File: config.mk
export PLATFORM = sky130hd
export DESIGN_NAME = btb_table
export DESIGN_NICKNAME = d
export VERILOG_FILES = /design/src/rtl/btb_table.sv
export SDC_FILE = /design/constraint.sdc
export NUM_CORES = 1
export LEC_CHECK = 0
export BUFFER_PORTS_ARGS = -buffer_cell sky130_fd_sc_hd__clkbuf_2
export CORE_MARGIN = 5
export CORE_UTILIZATION = 51
export DETAILED_ROUTE_END_ITERATION = 16
export HOLD_SLACK_MARGIN = 0.1
export PLACE_DENSITY = 0.69
export SYNTH_ARGS = -nofsm -noshare
export SYNTH_HDL_FRONTEND = slang
export SYNTH_SLANG_ARGS = --single-unit
File: constraint.sdc
create_clock -name clk -period 6 [get_ports clk]
set_input_delay 0.9 -clock clk [delete_from_list [all_inputs] [get_ports clk]]
set_output_delay 0.9 -clock clk [all_outputs]
set_load 0.005 [all_outputs]
File: src/rtl/btb_table.sv
module btb_table #(
  parameter int ENTRIES = 16,
  parameter int TAG_W   = 8,
  parameter int PC_W    = 32
) (
  input  logic            clk,
  input  logic            rst_n,
  input  logic [PC_W-1:0] lk_pc,
  output logic            lk_hit,
  output logic [PC_W-1:0] lk_target,
  output logic [PC_W-1:0] lk_next_pc,
  input  logic            up_valid,
  input  logic [PC_W-1:0] up_pc,
  input  logic            up_taken,
  input  logic [PC_W-1:0] up_target,
  input  logic            up_mispredict
);
  localparam int IDX_W   = $clog2(ENTRIES);
  localparam int TAG_LSB = 2 + IDX_W;
  localparam int TAG_TOP = TAG_LSB + TAG_W;

  logic [ENTRIES-1:0] vld;
  logic [TAG_W-1:0]   tag_q [ENTRIES];
  logic [PC_W-1:0]    tgt_q [ENTRIES];

  wire [IDX_W-1:0] lk_idx = lk_pc[TAG_LSB-1:2];
  wire [TAG_W-1:0] lk_tag = lk_pc[TAG_TOP-1:TAG_LSB];
  wire [IDX_W-1:0] up_idx = up_pc[TAG_LSB-1:2];
  wire [TAG_W-1:0] up_tag = up_pc[TAG_TOP-1:TAG_LSB];

  assign lk_hit     = vld[lk_idx] && (tag_q[lk_idx] == lk_tag);
  assign lk_target  = tgt_q[lk_idx];
  assign lk_next_pc = lk_hit ? lk_target : lk_pc + PC_W'(4);

  wire up_match = vld[up_idx] && (tag_q[up_idx] == up_tag);
  wire wr_en    = up_valid && up_mispredict && up_taken;
  wire drop_en  = up_valid && up_mispredict && !up_taken && up_match;

  always_ff @(posedge clk or negedge rst_n) begin
    if (!rst_n)
      vld <= '0;
    else if (wr_en)
      vld[up_idx] <= 1'b1;
    else if (drop_en)
      vld[up_idx] <= 1'b0;
  end

  always_ff @(posedge clk) begin
    if (wr_en) begin
      tag_q[up_idx] <= up_tag;
      tgt_q[up_idx] <= up_target;
    end
  end

  generate
    if (TAG_TOP < PC_W) begin : g_hi
      wire unused_bits = ^{lk_pc[1:0], lk_pc[PC_W-1:TAG_TOP], up_pc[1:0], up_pc[PC_W-1:TAG_TOP]};
    end else begin : g_nohi
      wire unused_bits = ^{lk_pc[1:0], up_pc[1:0]};
    end
  endgenerate

  AST_ALLOC_WRITES: assert property (@(posedge clk) disable iff (!rst_n)
    wr_en |=> vld[$past(up_idx)] && tag_q[$past(up_idx)] == $past(up_tag)
              && tgt_q[$past(up_idx)] == $past(up_target));
  AST_DROP_CLEARS: assert property (@(posedge clk) disable iff (!rst_n)
    drop_en |=> !vld[$past(up_idx)]);
  AST_OTHER_KEPT: assert property (@(posedge clk) disable iff (!rst_n)
    (up_valid && up_mispredict && !up_taken && !up_match) |=> $stable(vld));
  AST_NO_FLAG_HOLD: assert property (@(posedge clk) disable iff (!rst_n)
    !(up_valid && up_mispredict) |=> $stable(vld));
endmodule

==> run metrics <==
status=complete, no violations; post-synthesis sequential area ratio=71.5%; fin cells=2178; switch share=20.9%; IO Port Bufs=145; Yosys reg bits=656; CTS max path bufs=3; total wire length=65100 um; vias=13623; Synth area leaders=edfxtp_1 70%, mux4_2 19%, mux2_4 1.6%; worst setup path class=in2out; first-pass GRT wire length=95800 um; minimum clock period=4.97 ns; setup bufs post-CTS=0; placed insts=2059; Hold-fix buffers, CTS=0; DRT Pass-1 Iters=5; Seq pwr share=52.1%; H-tree levels=3; GP Congestion=0.870; die area=0.0586 mm^2; top_reg_cell synth=edfxtp_1; clock power share=41.2%; EDFF count, synth=640; total global-route track usage=22.2%; worst-path fanout max=42; clk slew on worst S/H paths=0.06 ns; Yosys warnings=0; Max-slew headroom=35.0%; IO Count=166; Comb power frac=6.7%; unrepaired setup endpoints after global routing=false; Resized cells post-CTS=0; CTS buffer count=67; share of cells above drive strength 1=39.0%; Final Slew Violations=0; Root Driver=clkbuf_16; Synth area leader=edfxtp_1; most common cell after layout, fill and taps aside=edfxtp_1; initial antenna violation count=4; row count=85; Gate Count Post-Synth=1245; ys async rst share=2.44%; pwr/cell area=312 mW/mm^2; crit path DAT=4.07 ns; cell internal pwr=7.75 mW; WP data required=5.10 ns; Startpoint Class=input pin; Final Hold Viols=0; Worst Setup EP=lk_next_pc[3]; maximum vdd ir drop=205 uV; ANT nets after route=0; area of placed instances=0.0292 mm^2; Psw=2.05 mW; vias per inst=6.25; worst r2r src=tag_q[10][5]; Max Cap Viol=0; final setup vio count=0; per-cell routed wire length=29.9 um; Sink Count=656; CTS tree=built; post-route cell area=0.0314 mm^2; flop-to-flop setup slack=3.29 ns; largest net degree at the start of global routing=52; Worst-Margin Slew=0.973 ns; Die W=242 um; Avg Cell Area, Syn=22.1 um^2; FMAX=201 MHz; Synth Net Count=1347; synthesized area=0.0275 mm^2; clk_lat worst skew=0.59 ns; core area=0.0536 mm^2; initial core utilization=51.2%; grt ovf=0; DPL Wire Length=38000 um; Die Ht=242 um; vias in the first global route=14023; count of cell types in the netlist=50; top-area cell type share of the netlist area=70.0%; Hold Crit Class=in2async; DR iter-0 viols=1572; CP Launch Point=lk_pc[3]; Sum Neg Setup Slack=0 ns; R2R cell count=6; P&R area growth vs syn=14.2%; Worst setup EP type=output port; Nets=1534; filler cell count=3879; most frequent cells in the layout=640 x edfxtp_1, 233 x mux4_2, 142 x clkbuf_2; leakage power=10.2 nW; clock skew=0.0101 ns; DR DRC count=0; fin crit share=82.9%
synth_stat cells (2+ instances only):
cell type,n
dfrtp_1,16
mux2_4,29
mux2i_1,27
buf_6,7
clkbuf_1,34
nor2b_1,6
o22a_1,17
xnor2_1,38
nand3_1,18
nand2_1,24
inv_1,6
mux4_2,233
a21oi_1,2
nor4_1,3
o21ai_0,8
a31o_2,2
a31oi_1,2
and3_1,6
xor2_1,10
o2111ai_1,2
and2_1,3
buf_1,5
buf_2,25
edfxtp_1,640
nand4_1,22
nand2b_1,3
nor2_1,25
mux2_2,4
and4_1,2
nor3_1,6
through the flow:
| stage | utilization, % | setup WS (ns) | hold slack, ns | total power, mW |
|---|---|---|---|---|
| floorplan | - | 0.536 | 0.493 | 5.60 |
| global placement | 54.5 | 1.04 | 0.505 | 5.85 |
| detailed placement | 54.5 | 1.04 | 0.516 | 5.86 |
| CTS | 58.5 | 1.01 | 0.223 | 9.87 |
| global route | 58.5 | 0.802 | 0.266 | 10.1 |
| finish | 58.5 | 1.03 | 0.242 | 9.80 |
layout make-up:
type                       instances  area [um^2]  area share [%]
antenna                            1         2.50         0.00798
clock buffer                      80         1810            5.77
clock inverter                    38          312           0.994
inverter                           7         27.5          0.0878
multi-input combinational        510         7570            24.1
sequential                       656        19600            62.6
tap                              696          871            2.78
timing repair buffer             190         1140            3.65
metal layers:
metal | GRT usage [%] | share of wire, % | up-vias
met2 | 35.1 | 48 | 585
met5 | 0 | 0.074 | -
met4 | 6.53 | 2.4 | 8
li1 | - | - | 5699
met3 | 4.91 | 7.9 | 117
met1 | 31.8 | 41 | 7214
critical path, stage by stage:
cell and delay (ns):
buf_6 0.39, buf_4 0.40, mux4_2 0.53, mux2i_1 0.30
o21ai_0 0.12, o21ai_1 0.20, nor4b_4 0.25, buf_4 0.40
mux2_4 0.37, clkbuf_2 0.12
worst min-delay path by stage:
stage / end / start / slack, ns / cells after the start
after floorplan: register / register / 0.49 / 1
after global placement: register / register / 0.51 / 1
after detailed placement: register / register / 0.52 / 1
after CTS: asynchronous set/reset pin / rst_n / 0.22 / 1
after global routing: asynchronous set/reset pin / rst_n / 0.27 / 1
final: asynchronous set/reset pin / rst_n / 0.24 / 1
cells by family after synthesis:
logic type               share of synthesized area [%]
flip-flops                                        71.5
multiplexers                                      21.9
AND/OR/NAND/NOR                                   2.43
buffers and inverters                             1.40
XOR/XNOR                                          1.59
AO/OA/AOI/OAI                                     1.13
adder cells (fa/ha/maj)                         0.0456
sequential cells by signal (all words and copies together), names as in the netlist, named ones only:
register / flops
tgt_q: 512
tag_q: 128
power by group through the flow:
stage,registers [mW],logic [mW],clock network [mW]
6_report,5.10,0.656,4.04
2_1_floorplan,5.19,0.411,0
5_1_grt,5.11,0.707,4.30
3_5_place_dp,5.20,0.660,0
3_3_place_gp,5.19,0.651,0
4_1_cts,5.10,0.662,4.11
(Power assumes the default switching activity.)
